==> src/rtl/expPkg.sv <==
package expPkg;

  typedef enum logic [2:0] {
    ST_IDLE,
    ST_ADDR,
    ST_ADDR_ACK,
    ST_WR_BITS,
    ST_WR_ACK,
    ST_RD_BITS,
    ST_RD_ACK,
    ST_PARK
  } busState_t;

  // strobes from control to datapath, one cycle wide
  typedef struct packed {
    logic rxShift;    // shift sampled SDA into receive register
    logic txLoad;     // load next byte to send
    logic txShift;    // advance transmit register
    logic capture;    // sample all pins into snapshot
    logic latchByte;  // write received byte to selected port
    logic portHi;     // current port: 0 low, 1 high
  } strobe_t;

endpackage

==> src/rtl/expSync.sv <==
module expSync #(
  parameter int STAGES = 2
) (
  input  logic clk,
  input  logic rstN,
  input  logic sclIn,
  input  logic sdaIn,
  output logic sclS,
  output logic sdaS,
  output logic sclPrev,
  output logic sdaPrev
);

  logic [STAGES-1:0] sclPipe;
  logic [STAGES-1:0] sdaPipe;

  always_ff @(posedge clk or negedge rstN) begin
    if (!rstN) begin
      sclPipe <= '1;
      sdaPipe <= '1;
      sclPrev <= 1'b1;
      sdaPrev <= 1'b1;
    end else begin
      sclPipe[0] <= sclIn;
      sdaPipe[0] <= sdaIn;
      for (int i = 1; i < STAGES; i++) begin
        sclPipe[i] <= sclPipe[i-1];
        sdaPipe[i] <= sdaPipe[i-1];
      end
      sclPrev <= sclPipe[STAGES-1];
      sdaPrev <= sdaPipe[STAGES-1];
    end
  end

  assign sclS = sclPipe[STAGES-1];
  assign sdaS = sdaPipe[STAGES-1];

endmodule

==> src/rtl/expControl.sv <==
module expControl
  import expPkg::*;
#(
  parameter int          PORT_W  = 8,
  parameter int          STRAP_W = 3,
  parameter logic [3:0]  ADDR_HI = 4'b0100
) (
  input  logic               clk,
  input  logic               rstN,
  input  logic               sclS,
  input  logic               sdaS,
  input  logic               sclPrev,
  input  logic               sdaPrev,
  input  logic [STRAP_W-1:0] strap,
  input  logic [PORT_W-1:0]  rxByte,
  input  logic               txBit,
  output strobe_t            stb,
  output logic               sdaOe
);

  localparam int CNT_W = $clog2(PORT_W + 1);
  localparam logic [CNT_W-1:0] LAST_RX = CNT_W'(PORT_W);
  localparam logic [CNT_W-1:0] LAST_TX = CNT_W'(PORT_W - 1);

  busState_t        state;
  logic [CNT_W-1:0] bitCnt;
  logic             portHi;
  logic             ctlAck;

  logic startEv, stopEv, sclRise, sclFall, byteDone, addrHit, isRead;

  assign startEv  = sclS & sclPrev & sdaPrev & ~sdaS;
  assign stopEv   = sclS & sclPrev & ~sdaPrev & sdaS;
  assign sclRise  = sclS & ~sclPrev;
  assign sclFall  = ~sclS & sclPrev;
  assign byteDone = (bitCnt == LAST_RX);
  assign addrHit  = (rxByte[PORT_W-1:1] == {ADDR_HI, strap});
  assign isRead   = rxByte[0];

  // strobe generation
  always_comb begin
    stb        = '0;
    stb.portHi = portHi;
    if (!startEv && !stopEv) begin
      unique case (state)
        ST_ADDR: begin
          if (sclRise) stb.rxShift = 1'b1;
        end
        ST_WR_BITS: begin
          if (sclRise) stb.rxShift = 1'b1;
          if (sclFall && byteDone) stb.latchByte = 1'b1;
        end
        ST_ADDR_ACK: begin
          if (sclFall && isRead) begin
            stb.txLoad  = 1'b1;
            stb.capture = 1'b1;
          end
        end
        ST_RD_BITS: begin
          if (sclFall) stb.txShift = 1'b1;
        end
        ST_RD_ACK: begin
          if (sclFall && ctlAck) begin
            stb.txLoad  = 1'b1;
            stb.capture = portHi;
          end
        end
        default: ;
      endcase
    end
  end

  // open-drain drive
  always_comb begin
    unique case (state)
      ST_ADDR_ACK, ST_WR_ACK: sdaOe = 1'b1;
      ST_RD_BITS:             sdaOe = ~txBit;
      default:                sdaOe = 1'b0;
    endcase
  end

  always_ff @(posedge clk or negedge rstN) begin
    if (!rstN) begin
      state  <= ST_IDLE;
      bitCnt <= '0;
      portHi <= 1'b0;
      ctlAck <= 1'b0;
    end else if (startEv) begin
      state  <= ST_ADDR;
      bitCnt <= '0;
      portHi <= 1'b0;
    end else if (stopEv) begin
      state  <= ST_IDLE;
      bitCnt <= '0;
      portHi <= 1'b0;
    end else begin
      unique case (state)
        ST_ADDR: begin
          if (sclRise) bitCnt <= bitCnt + CNT_W'(1);
          if (sclFall && byteDone) begin
            bitCnt <= '0;
            state  <= addrHit ? ST_ADDR_ACK : ST_PARK;
          end
        end
        ST_ADDR_ACK: begin
          if (sclFall) state <= isRead ? ST_RD_BITS : ST_WR_BITS;
        end
        ST_WR_BITS: begin
          if (sclRise) bitCnt <= bitCnt + CNT_W'(1);
          if (sclFall && byteDone) begin
            bitCnt <= '0;
            state  <= ST_WR_ACK;
          end
        end
        ST_WR_ACK: begin
          if (sclFall) begin
            state  <= ST_WR_BITS;
            portHi <= ~portHi;
          end
        end
        ST_RD_BITS: begin
          if (sclFall) begin
            if (bitCnt == LAST_TX) begin
              bitCnt <= '0;
              state  <= ST_RD_ACK;
            end else begin
              bitCnt <= bitCnt + CNT_W'(1);
            end
          end
        end
        ST_RD_ACK: begin
          if (sclRise) ctlAck <= ~sdaS;
          if (sclFall) begin
            if (ctlAck) begin
              state  <= ST_RD_BITS;
              portHi <= ~portHi;
            end else begin
              state  <= ST_PARK;
            end
          end
        end
        default: ;
      endcase
    end
  end

endmodule

==> src/rtl/expDatapath.sv <==
module expDatapath
  import expPkg::*;
#(
  parameter int PORT_W = 8
) (
  input  logic                clk,
  input  logic                rstN,
  input  strobe_t             stb,
  input  logic                sdaS,
  input  logic [2*PORT_W-1:0] pinIn,
  output logic [PORT_W-1:0]   rxByte,
  output logic                txBit,
  output logic [2*PORT_W-1:0] portOut,
  output logic                intPullLow
);

  localparam int PINS = 2 * PORT_W;

  logic [PINS-1:0]   pinNow;
  logic [PINS-1:0]   pinPrev;
  logic [PINS-1:0]   snap;
  logic [PORT_W-1:0] txReg;
  logic              pinMoved;
  logic              pinDiffers;

  assign txBit      = txReg[PORT_W-1];
  assign pinMoved   = (pinNow != pinPrev);
  assign pinDiffers = (pinNow != snap);

  always_ff @(posedge clk or negedge rstN) begin
    if (!rstN) begin
      pinNow  <= '1;
      pinPrev <= '1;
    end else begin
      pinNow  <= pinIn;
      pinPrev <= pinNow;
    end
  end

  always_ff @(posedge clk or negedge rstN) begin
    if (!rstN) rxByte <= '0;
    else if (stb.rxShift) rxByte <= {rxByte[PORT_W-2:0], sdaS};
  end

  always_ff @(posedge clk or negedge rstN) begin
    if (!rstN) begin
      txReg <= '1;
      snap  <= '1;
    end else if (stb.txLoad) begin
      if (stb.capture) begin
        snap  <= pinNow;
        txReg <= pinNow[PORT_W-1:0];
      end else begin
        txReg <= snap[PINS-1:PORT_W];
      end
    end else if (stb.txShift) begin
      txReg <= {txReg[PORT_W-2:0], 1'b1};
    end
  end

  for (genvar p = 0; p < 2; p++) begin : g_port
    always_ff @(posedge clk or negedge rstN) begin
      if (!rstN) portOut[p*PORT_W +: PORT_W] <= '1;
      else if (stb.latchByte && (stb.portHi == p[0]))
        portOut[p*PORT_W +: PORT_W] <= rxByte;
    end
  end

  always_ff @(posedge clk or negedge rstN) begin
    if (!rstN) intPullLow <= 1'b0;
    else if (stb.capture || stb.latchByte) intPullLow <= 1'b0;
    else if (pinMoved && pinDiffers) intPullLow <= 1'b1;
  end

endmodule

==> src/rtl/expTop.sv <==
module expTop
  import expPkg::*;
#(
  parameter int         PORT_W      = 8,
  parameter int         STRAP_W     = 3,
  parameter logic [3:0] ADDR_HI     = 4'b0100,
  parameter int         SYNC_STAGES = 2
) (
  input  logic                clk,
  input  logic                rstN,
  input  logic                sclIn,
  input  logic                sdaIn,
  output logic                sdaOe,
  input  logic [STRAP_W-1:0]  strap,
  input  logic [2*PORT_W-1:0] pinIn,
  output logic [2*PORT_W-1:0] portOut,
  output logic                intPullLow
);

  logic              sclS, sdaS, sclPrev, sdaPrev;
  logic [PORT_W-1:0] rxByte;
  logic              txBit;
  strobe_t           stb;

  expSync #(.STAGES(SYNC_STAGES)) i_sync (
    .clk(clk), .rstN(rstN), .sclIn(sclIn), .sdaIn(sdaIn),
    .sclS(sclS), .sdaS(sdaS), .sclPrev(sclPrev), .sdaPrev(sdaPrev)
  );

  expControl #(.PORT_W(PORT_W), .STRAP_W(STRAP_W), .ADDR_HI(ADDR_HI)) i_ctl (
    .clk(clk), .rstN(rstN), .sclS(sclS), .sdaS(sdaS),
    .sclPrev(sclPrev), .sdaPrev(sdaPrev), .strap(strap),
    .rxByte(rxByte), .txBit(txBit), .stb(stb), .sdaOe(sdaOe)
  );

  expDatapath #(.PORT_W(PORT_W)) i_dp (
    .clk(clk), .rstN(rstN), .stb(stb), .sdaS(sdaS), .pinIn(pinIn),
    .rxByte(rxByte), .txBit(txBit), .portOut(portOut), .intPullLow(intPullLow)
  );

endmodule

==> config.mk <==
export PLATFORM = sky130hd
export DESIGN_NAME = expTop
export DESIGN_NICKNAME = d
export VERILOG_FILES = /design/src/rtl/expPkg.sv /design/src/rtl/expSync.sv /design/src/rtl/expControl.sv /design/src/rtl/expDatapath.sv /design/src/rtl/expTop.sv
export SDC_FILE = /design/constraint.sdc
export NUM_CORES = 1
export LEC_CHECK = 0
export BUFFER_PORTS_ARGS = -buffer_cell sky130_fd_sc_hd__clkbuf_2
export CAP_MARGIN = 10
export CORE_ASPECT_RATIO = 0.8
export CORE_MARGIN = 1
export CORE_UTILIZATION = 45
export CTS_CLUSTER_SIZE = 30
export DETAILED_ROUTE_END_ITERATION = 6
export SETUP_SLACK_MARGIN = 0.02
export SLEW_MARGIN = 20
export SYNTH_ARGS = -nofsm -noshare
export SYNTH_HDL_FRONTEND = slang
export SYNTH_HIERARCHICAL = 1
export SYNTH_SLANG_ARGS = --single-unit
==> constraint.sdc <==
create_clock -name clk -period 5.1 [get_ports clk]
set_input_delay 0.255 -clock clk [delete_from_list [all_inputs] [get_ports clk]]
set_output_delay 0.255 -clock clk [all_outputs]
set_load 0.02 [all_outputs]
# --- Word level (Yosys, flattened, before mapping) ---
# Cells that the tools add are included.
totals:
  register_bits: 96
  in_bits: 23
  out_inout_bits: 18
  elab_cells: 118
classes:
  addsub: 1
  eq_ne: 20
  mux: 44
  bitwise: 15
  reduce_logical: 22
op_table:
  columns: ["cell", "count"]
  rows:
  - ["$mux 3", 11]
  - ["$ne 16x16->1", 2]
  - ["$ne 4x1->1 const B", 8]
  - ["$mux 4", 6]
  - ["$mux 8", 3]
  - ["$pmux 3 s6", 1]
  - ["$mux 1", 16]
  - ["$eq 3x3->1 const B", 3]
  - ["$not 1->1", 8]
  - ["$pmux 1 s2", 4]
  - ["$pmux 4 s2", 1]
  - ["$reduce_and 4->1", 2]
  - ["$reduce_and 8->1", 1]
  - ["$reduce_bool 4->1", 2]
  - ["$reduce_bool 8->1", 1]
  - ["$and 1x1->1", 7]
  - ["$eq 7x6->1", 1]
  - ["$logic_and 1x1->1", 7]
  - ["$eq 3x2->1 const B", 2]
  - ["$mux 5", 1]
  - ["$ne 5x1->1 const B", 1]
  - ["$add 4x1->4 const B", 1]
  - ["$eq 4x3->1 const B", 1]
  - ["$eq 4x4->1 const B", 1]
  - ["8 further kinds", 11]

# --- Depth between registers and ports, before layout ---
# Gate-level depths: netlist (run 1).
depth:
  word_depth: 8
  depth_mapped: 8
  depth_no_buf: 7

# --- By module ---
# Netlist (run 1), hierarchy kept.
modules_own_cells:
  columns: ["mod", "n_inst", "cells_each", "area_each_um2", "seq_area_each_um2"]
  rows:
  - ["expDatapath", 1, 206, 3206.8, 2117.0]
  - ["expControl", 1, 93, 777.0, 225.2]
  - ["expSync", 1, 6, 157.7, 157.7]

# --- Least setup slack after synthesis (run 1) ---
# Ideal clock, no wire load.
synth_path:
  path_type: "register to register"
  start: "register i_sync.sclPipe[1]"
  end: "register i_dp.snap[10]"
  setup_time_ns: 0.082
  arrival_ns: 1.632
  t_required_ns: 5.018
  path_slack_ns: 3.386
  stages_incl_launch_ff: 9
  n_path_buf: 2
  cell_sequence: "dfstp_2 -> nand2b_4 -> inv_1 -> nand3_1 -> a21oi_1 -> buf_4 -> nand2_4 -> buf_6 -> mux2_2"
synth_rtl:
  columns: ["item", "line_no", "source"]
  rows:
  - ["start, declared", "expSync.sv:14", "logic [STAGES-1:0] sclPipe;"]
  - ["start signal, assigned by index", "expSync.sv:27", "sclPipe[i] <= sclPipe[i-1];"]
  - ["end signal, assigned", "expDatapath.sv:51", "snap <= pinNow;"]
  - ["end, declared", "expDatapath.sv:21", "logic [PINS-1:0] snap;"]

==> results of run 1 <==
flip-flops by register name, summed over array words and instances (netlist names):
register         flops
i_dp/snap           16
i_dp/txReg           8
i_ctl/portHi         1
i_dp/pinNow         16
i_sync/sdaPrev       1
i_sync/sdaPipe       2
i_dp/intPullLow      1
i_dp/portOut        16
i_ctl/state          3
i_dp/rxByte          8
i_sync/sclPipe       2
i_sync/sclPrev       1
i_dp/pinPrev        16
i_ctl/ctlAck         1
i_ctl/bitCnt         4
synthesized netlist by cell type (all sizes together), types with 4 or more instances:
| cell type | count | area, µm² |
|---|---|---|
| a211oi | 7 | 52.6 |
| a21oi | 14 | 70.1 |
| buf | 11 | 68.8 |
| dfrtp | 18 | 450 |
| dfstp | 78 | 2050 |
| inv | 6 | 22.5 |
| mux2 | 41 | 462 |
| mux2i | 10 | 100 |
| nand2 | 11 | 48.8 |
| nand2b | 4 | 32.5 |
| nand3 | 6 | 30.0 |
| nor2 | 7 | 26.3 |
| nor2b | 8 | 50.1 |
| nor3 | 4 | 20.0 |
| nor4 | 9 | 56.3 |
| o21ai | 5 | 28.8 |
| o22ai | 4 | 25.0 |
| xor2 | 35 | 307 |
metrics by stage:
step,cells,worst slack (ns),hold slack [ns],util
floorplan,305,3.39,-0.0406,-
CTS,484,3.00,0.353,0.563
finish,484,3.00,0.350,0.563
detailed placement,449,3.03,0.278,0.510
global placement,449,3.04,0.273,0.510
global route,484,2.72,0.357,0.563
metal layers:
metal	vias to the layer above	track usage	part of all wire
li1	1196	-	-
met3	11	0.0528	0.038
met4	0	0.0703	0.017
met2	43	0.237	0.42
met1	1219	0.253	0.52
met5	-	0	0
power breakdown:
group,internal [mW],switching [mW]
Combinational,0.166,0.158
Sequential,0.894,0.132
Clock,0.346,0.279
Total,1.41,0.569
worst max-delay path: stages, from the launching register on:
cell and delay [ns]:
dfrtp_1 0.59, nand3b_1 0.23, nor2_1 0.76, nor2b_1 0.10
a211oi_1 0.27, a21oi_1 0.06
layout make-up:
cell class / instances / area (µm²)
clock inverters: 4 / 30.0
multi-input cells: 192 / 1550
fillers: 769 / 3800
flip-flops and latches: 96 / 2500
clock buffers: 12 / 246
repair buffers: 62 / 415
well taps: 112 / 140
inverters: 6 / 22.5
logic make-up (layout without fill, tap and decap cells):
family                     Yosys count  in the layout  synth area share
buffers and inverters               17             84            0.0221
AOI/OAI and AO/OA                   38             38            0.0622
adders and majority gates            2              2           0.00604
and+or+nand+nor                     63             63            0.0900
xor gates and xnor gates            38             38            0.0804
muxes                               51             51             0.136
DFF                                 96             96             0.604
worst max-delay path by stage:
| stage | start | cells past startpoint | slack (ns) | to |
|---|---|---|---|---|
| finish | i_ctl/state[2]$_DFFE_PN0P_ | 5 | 3.00 | i_dp/txReg[4]$_DFFE_PN1P_ |
| CTS | i_ctl/state[2]$_DFFE_PN0P_ | 5 | 3.00 | i_dp/txReg[4]$_DFFE_PN1P_ |
| floorplan | i_sync/sclPipe[1]$_DFF_PN1_ | 8 | 3.39 | i_dp/snap[10]$_DFFE_PN1P_ |
| detailed placement | i_ctl/state[2]$_DFFE_PN0P_ | 5 | 3.03 | i_dp/txReg[4]$_DFFE_PN1P_ |
| global placement | i_ctl/state[1]$_DFFE_PN0P_ | 5 | 3.04 | i_dp/txReg[4]$_DFFE_PN1P_ |
| global route | i_ctl/state[2]$_DFFE_PN0P_ | 5 | 2.72 | i_dp/txReg[4]$_DFFE_PN1P_ |
==> results.yml, run 1 <==
run_status:
  status: "completed"
synth:
  synth_area_um2: 4140
  ys_seq_area_frac: 0.604
  synth.distinct_cells: 43
  synth_ff_type: "dfstp_2"
  avgSynthCellArea_um2: 13.6
  synth_nets: 330
  synth_edf_count: 0
  ys_seq_elements: 96
  netlist_instances: 305
  yosys_warnings: 6
  synthArstFlopShare: 1.00
flow_run:
  drv_cap: 0
cells_and_area:
  areaGrowthSynthToFinish_pct: 18.4
  n_antenna_cell: 0
  mostFrequentLayoutCell: "dfstp_2"
  mostFrequentLayoutCells: "dfstp_2, mux2_2, clkbuf_2"
  fin_area_um2: 4900
  drive_gt1_frac: 0.500
  nets: 392
clock_network:
  htree_levels: 3
  clkTransAtPathRegs_ns: 0.07
  postCtsHoldBufs: 19
  clock_path_buffers: 2
  clock-sinks: 96
  clock_latency_ns: 0.34
  tritoncts: "yes"
  cts-root-buf: "clkbuf_16"
  cts_resized: 0
  cts_inserted_buffers: 9
  cts_setup_buffers: 0
power_and_ir_drop:
  p_per_area_nw_per_um2: 402
  fin_total_pwr_mw: 1.97
  ir_drop_mv: 0.252
  leakage_nw: 2.10
placed_design:
  hpwl_um: 4950
  port_buffers: 40
  place.gp.congestion: 0.820
  dpl_cell_area_um2: 4440
critical_path:
  reg2reg_depth: 5
  cp.required_ns: 5.36
  worstReg2RegEnd: "i_dp/txReg[4]$_DFFE_PN1P_"
  crit_fanout: 15
  reg2reg_slack_ns: 3.00
  crit_arrival_ns: 2.36
  crit_type: "reg2reg"
  crit_path_end_kind: "flip-flop"
  r2r-start: "i_ctl/state[2]$_DFFE_PN0P_"
  start_kind: "flip-flop"
floorplanning:
  io_pins: 41
  rows: 30
  core_area_um2: 8710
  die_area_um2: 9590
  die_y_um: 87.8
  die_w_um: 109
  initial_core_util: 0.476
global_routing:
  antenna_found_initial: 0
  grt_use_total: 0.173
  grt_pass1_wl_um: 12200
  first_global_vias: 2372
  grt_max_degree: 55
  overflow: 0
routing:
  drt-initial-drc-count: 84
  firstDrtPassIters: 4
  via_count: 2469
  wire_per_inst_um: 15.4
  post-route-drc-count: 0
  avgViaCountPerCell: 5.10
  wl_um: 7450
  antenna_left: 0
hold_path:
  min_to: "i_sync/sdaPipe[1]$_DFF_PN1_"
  hold_depth: 0
  hp-class: "reg2reg"
  hp-start: "i_sync/sdaPipe[0]$_DFF_PN1_"
timing:
  hold_viol: 0
  period_needed_ns: 2.10
  skew_ns: 0.00894
  max_freq_mhz: 476
  setup_violations: 0
  fin_setup_tns_ns: 0
  maxSlewViolCount: 0
  relSlewSlack: 0.373
  rsz0062_at_grt: "no"
  tightest_slew_ns: 0.937
  fin_crit_sh: 0.412
Power figures use the tool's default switching activity.
==> inputs of run 2 (changes only) <==
ABC_AREA = 1   (was unset)
PLACE_DENSITY = 0.66   (was unset)
clock period = 1.7 ns   (was 5.1 ns; I/O delays follow)
==> results.yml, run 2 <==
timing:
  rsz0062_at_grt: "yes"
  skew_ns: 0.0110
  tightest_slew_ns: 0.448
  worst_hold_slack_ns: 0.231
  fin_crit_sh: 1.05
  max_freq_mhz: 561
  period_needed_ns: 1.78
  fin_setup_tns_ns: -0.812
  maxSlewViolCount: 0
  relSlewSlack: 0.701
  fin_ws_ns: -0.0823
  hold_viol: 0
  setup_violations: 19
cells_and_area:
  areaGrowthSynthToFinish_pct: 32.5
  mostFrequentLayoutCell: "nand2_1"
  mostFrequentLayoutCells: "nand2_1, inv_1, dfstp_2"
  fin_area_um2: 6030
  drive_gt1_frac: 0.393
  nets: 677
  n_antenna_cell: 0
  utilization: 0.620
clock_network:
  cts-root-buf: "clkbuf_16"
  htree_levels: 3
  tritoncts: "yes"
  clock_latency_ns: 0.35
  clock-sinks: 96
  cts_inserted_buffers: 9
  clock_path_buffers: 2
  clkTransAtPathRegs_ns: 0.07
routing:
  avgViaCountPerCell: 4.67
  firstDrtPassIters: 4
  wl_um: 9960
  drt-initial-drc-count: 214
  post-route-drc-count: 0
  wire_per_inst_um: 12.6
  antenna_left: 0
  via_count: 3704
synth:
  synth_top_area_frac: 0.450
  synth_area_leaders: "dfstp_2, nand2_1, dfrtp_1"
  yosysMostFrequentCell: "nand2_1"
  ys_seq_area_frac: 0.549
  synthArstFlopShare: 1.00
  synth_top_cell_by_area: "dfstp_2"
  synth.distinct_cells: 32
  yosys_warnings: 6
  synth_area_um2: 4550
  netlist_instances: 546
  synth_ff_type: "dfstp_2"
  synth_nets: 571
  avgSynthCellArea_um2: 8.34
  synthTopCellsByCount: "nand2_1, inv_1, dfstp_2"
  ys_seq_elements: 96
  synth_edf_count: 0
global_routing:
  antenna_found_initial: 0
  grt_pass1_wl_um: 16500
  grt_max_degree: 41
  grt_use_total: 0.205
  first_global_vias: 3474
  overflow: 0
critical_path:
  crit_type: "reg2reg"
  reg2reg_depth: 7
  start_kind: "flip-flop"
  crit_arrival_ns: 2.06
  worstReg2RegEnd: "i_dp/snap[10]$_DFFE_PN1P_"
  r2r-start: "i_sync/sclPrev$_DFF_PN1_"
  cp.required_ns: 1.98
  crit_path_end_kind: "flip-flop"
  reg2reg_slack_ns: -0.08
  crit_fanout: 5
power_and_ir_drop:
  leakage_nw: 2.87
  p_per_area_nw_per_um2: 1160
  ir_drop_mv: 0.708
floorplanning:
  core_area_um2: 9730
  rows: 32
  die_area_um2: 10500
  die_y_um: 92.0
  die_w_um: 114
  initial_core_util: 0.468
  io_pins: 41
flow_run:
  drv_cap: 0
run_status:
  violations: "negative setup slack"
  status: "complete, but fails checks"
placed_design:
  hpwl_um: 7030
  place.gp.congestion: 0.856
  port_buffers: 40
  dpl_cell_area_um2: 5190
hold_path:
  hp-class: "in2async"
run 2: worst max-delay path by stage:
stage | start | end | slack [ns] | cells after the start
after floorplan | i_ctl/state[0]$_DFFE_PN0P_ | i_dp/txReg[5]$_DFFE_PN1P_ | -0.01 | 11
after global placement | i_ctl/bitCnt[0]$_DFFE_PN0P_ | i_dp/portOut[3]$_DFFE_PN1P_ | -0.03 | 11
after detailed placement | i_sync/sclPrev$_DFF_PN1_ | i_dp/txReg[5]$_DFFE_PN1P_ | -0.1 | 11
after CTS | i_sync/sclPrev$_DFF_PN1_ | i_dp/snap[13]$_DFFE_PN1P_ | -0.03 | 9
after global routing | i_sync/sclPrev$_DFF_PN1_ | i_dp/txReg[7]$_DFFE_PN1P_ | -0.19 | 8
final | i_sync/sclPrev$_DFF_PN1_ | i_dp/snap[10]$_DFFE_PN1P_ | -0.08 | 7
run 2: kinds of logic (layout without fill, tap and decap cells):
group / after synthesis / after routing / share of synthesized area
XOR/XNOR: 3 / 3 / 0.00577
adder cells (fa/ha/maj): 2 / 2 / 0.00549
AO/OA/AOI/OAI: 72 / 72 / 0.0964
buffers and inverters: 106 / 217 / 0.0975
AND/OR/NAND/NOR: 267 / 267 / 0.246
flip-flops: 96 / 96 / 0.549
run 2: what timing repair did:
action                                  CTS  global route
gates cloned                              1             1
pin swaps                                 9            12
endpoints found under the setup margin   29            36
endpoints found under the hold margin    26             0
setup buffers                             5             8
hold buffers                             19             0
resized for setup                        38            38
run 2: final cells by class:
type | count | area, µm²
Clock buffer | 9 | 225
Clock inverter | 7 | 58.8
Fill cell | 810 | 3690
Inverter | 95 | 372
Multi-Input combinational cell | 344 | 1810
Sequential cell | 96 | 2500
Tap cell | 136 | 170
Timing Repair Buffer | 105 | 882
Timing Repair inverter | 1 | 16.3
run 2: critical path: stages, from the launching register on:
cell and delay (ns):
dfstp_2 0.56, nand2_2 0.08, o31ai_4 0.26, a21boi_4 0.26, nand2_4 0.13, bufbuf_16 0.29, nand2_1 0.08, o21ai_2 0.06
run 2: where the power goes:
group / switching (mW) / total, mW / internal [mW] / leakage (nW)
sequential: 0.232 / 2.90 / 2.67 / 1.04
clock: 0.927 / 1.95 / 1.02 / 0.139
combinational: 1.23 / 2.17 / 0.947 / 1.69
total: 2.39 / 7.03 / 4.64 / 2.87
run 2: metrics by stage:
step / total power, mW / instances / setup slack [ns]
2_1_floorplan: 4.12 / 546 / -0.0121
3_3_place_gp: 4.72 / 744 / -0.0291
3_5_place_dp: 4.75 / 744 / -0.0963
4_1_cts: 6.93 / 784 / -0.0282
5_1_grt: 7.44 / 793 / -0.188
6_report: 7.03 / 793 / -0.0823
run 2: routing by layer:
layer | vias up | track usage | share of wire
met4 | 0 | 0.0649 | 0.012
met3 | 7 | 0.0482 | 0.053
met1 | 1755 | 0.292 | 0.48
li1 | 1879 | - | -
met2 | 63 | 0.308 | 0.46
met5 | - | 0 | 0
==> inputs of run 3 (changes only) <==
CELL_PAD_IN_SITES_DETAIL_PLACEMENT = 0   (was unset)
CELL_PAD_IN_SITES_GLOBAL_PLACEMENT = 2   (was unset)
CORE_UTILIZATION = 32   (was 45)
PLACE_DENSITY = unset   (was 0.66)
PLACE_DENSITY_LB_ADDON = 0.1   (was unset)
TNS_END_PERCENT = 50   (was unset)
==> results.yml, run 3 (same netlist as run 2, synthesis figures left out) <==
floorplanning:
  die_w_um: 135
  die_y_um: 109
  core_area_um2: 13700
  initial_core_util: 0.331
  rows: 38
  die_area_um2: 14700
  io_pins: 41
timing:
  fin_crit_sh: 1.02
  maxSlewViolCount: 0
  skew_ns: 0.00720
  rsz0062_at_grt: "yes"
  max_freq_mhz: 574
  fin_ws_ns: -0.0420
  period_needed_ns: 1.74
  setup_violations: 7
  tightest_slew_ns: 0.330
  relSlewSlack: 0.780
  hold_viol: 0
routing:
  wl_um: 10400
  via_count: 3571
  drt-initial-drc-count: 190
  drt-met1-wl_um: 4900
  antenna_left: 0
  wl_met2_um: 5090
  top_layer: "met4"
  wire_per_inst_um: 12.4
  firstDrtPassIters: 4
  dr_wl_met3_um: 324
  post-route-drc-count: 0
  avgViaCountPerCell: 4.25
cells_and_area:
  nets: 681
  n_antenna_cell: 0
  mostFrequentLayoutCell: "nand2_1"
  mostFrequentLayoutCells: "nand2_1, inv_1, dfstp_2"
  drive_gt1_frac: 0.389
  fin_area_um2: 6060
  areaGrowthSynthToFinish_pct: 33.0
  utilization: 0.441
power_and_ir_drop:
  leakage_nw: 2.85
  p_per_area_nw_per_um2: 1170
  ir_drop_mv: 0.544
  fin_total_pwr_mw: 7.11
global_routing:
  antenna_found_initial: 0
  grt_use_total: 0.156
  grt_max_degree: 45
  first_global_vias: 3539
  grt_pass1_wl_um: 17500
  overflow: 0
critical_path:
  cp.required_ns: 1.96
  r2r-start: "i_sync/sclPrev$_DFF_PN1_"
  crit_arrival_ns: 2.00
  start_kind: "flip-flop"
  reg2reg_depth: 8
  crit_fanout: 8
  crit_chain: "nand2_2 > o31ai_4 > a21boi_4 > inv_2 > nand2_8 > buf_6 > nor2_2 > a211oi_1"
  crit_path_end_kind: "flip-flop"
  cp_slowest_stage_delay_ns: 0.56
  critPathLaunch: "i_sync/sclPrev$_DFF_PN1_"
  setup.worst_path.end: "i_dp/txReg[0]$_DFFE_PN1P_"
  slowest_stage: "dfstp_2"
  worstReg2RegEnd: "i_dp/txReg[0]$_DFFE_PN1P_"
  crit_type: "reg2reg"
  reg2reg_slack_ns: -0.04
hold_path:
  hp-class: "in2async"
clock_network:
  cts_inserted_buffers: 9
  clkTransAtPathRegs_ns: 0.07
  cts-root-buf: "clkbuf_16"
  clock_latency_ns: 0.34
  clock_path_buffers: 2
  htree_levels: 3
  clock-sinks: 96
  tritoncts: "yes"
placed_design:
  dpl_worst_slack_ns: -0.0736
  port_buffers: 40
  place.gp.congestion: 0.773
  dpl_cell_area_um2: 5260
  hpwl_um: 7510
run_status:
  violations: "negative setup slack"
  status: "complete, but fails checks"
flow_run:
  drv_cap: 0
[run 3: worst min path at each step]
stage / start / slack [ns] / end
after CTS: rstN / 0.18 / i_dp/rxByte[3]$_DFFE_PN0P_
after detailed placement: rstN / 0.02 / i_dp/rxByte[3]$_DFFE_PN0P_
after global placement: rstN / 0.01 / i_dp/rxByte[3]$_DFFE_PN0P_
after floorplan: rstN / -0.21 / i_ctl/bitCnt[0]$_DFFE_PN0P_
final: rstN / 0.18 / i_dp/rxByte[3]$_DFFE_PN0P_
after global routing: rstN / 0.21 / i_dp/rxByte[3]$_DFFE_PN0P_
[run 3: layout make-up]
type                    instances  area [µm²]
flip-flops and latches         96        2500
clock inverters                 6        42.5
repair buffers                108         852
repair inverters                2        13.8
well taps                     180         225
multi-input cells             344        1820
clock buffers                  10         239
inverters                      95         370
fillers                      1388        7680
[run 3: through the flow]
| stage | cells | hold WS (ns) | setup TNS, ns |
|---|---|---|---|
| finish | 841 | 0.183 | -0.156 |
| global placement | 792 | 0.0108 | -0.522 |
| floorplan | 546 | -0.211 | -0.0440 |
| CTS | 834 | 0.182 | -0.0521 |
| global route | 841 | 0.206 | -2.50 |
| detailed placement | 792 | 0.0185 | -0.746 |
[run 3: power breakdown]
| part | leakage (nW) | internal, mW | switching [mW] |
|---|---|---|---|
| Combinational | 1.68 | 1.01 | 1.29 |
| Sequential | 1.04 | 2.67 | 0.201 |
| Clock | 0.135 | 1.04 | 0.904 |
| Total | 2.85 | 4.72 | 2.39 |
[run 3: repair_timing]
action                     in CTS  in global routing
pin swaps                       5                 10
hold endpoints to repair       48                  0
setup endpoints to repair      29                 43
hold buffers                   19                  0
buffers inserted                6                  6
gates resized for setup        23                 42
cloned                          1                  1
[run 3: critical path, delay by kind of cell, from the launching register on]
kind                   cells  cell delay [ns]
buffers and inverters      2             0.20
flip-flops                 1             0.56
AND/OR/NAND/NOR            3             0.24
AO/OA/AOI/OAI              3             0.67
[run 3: metal layers]
metal,global-route usage,vias to the layer above
li1,-,1885
met1,0.198,1638
met2,0.263,37
met3,0.0358,11
met4,0.0457,0
met5,0,-
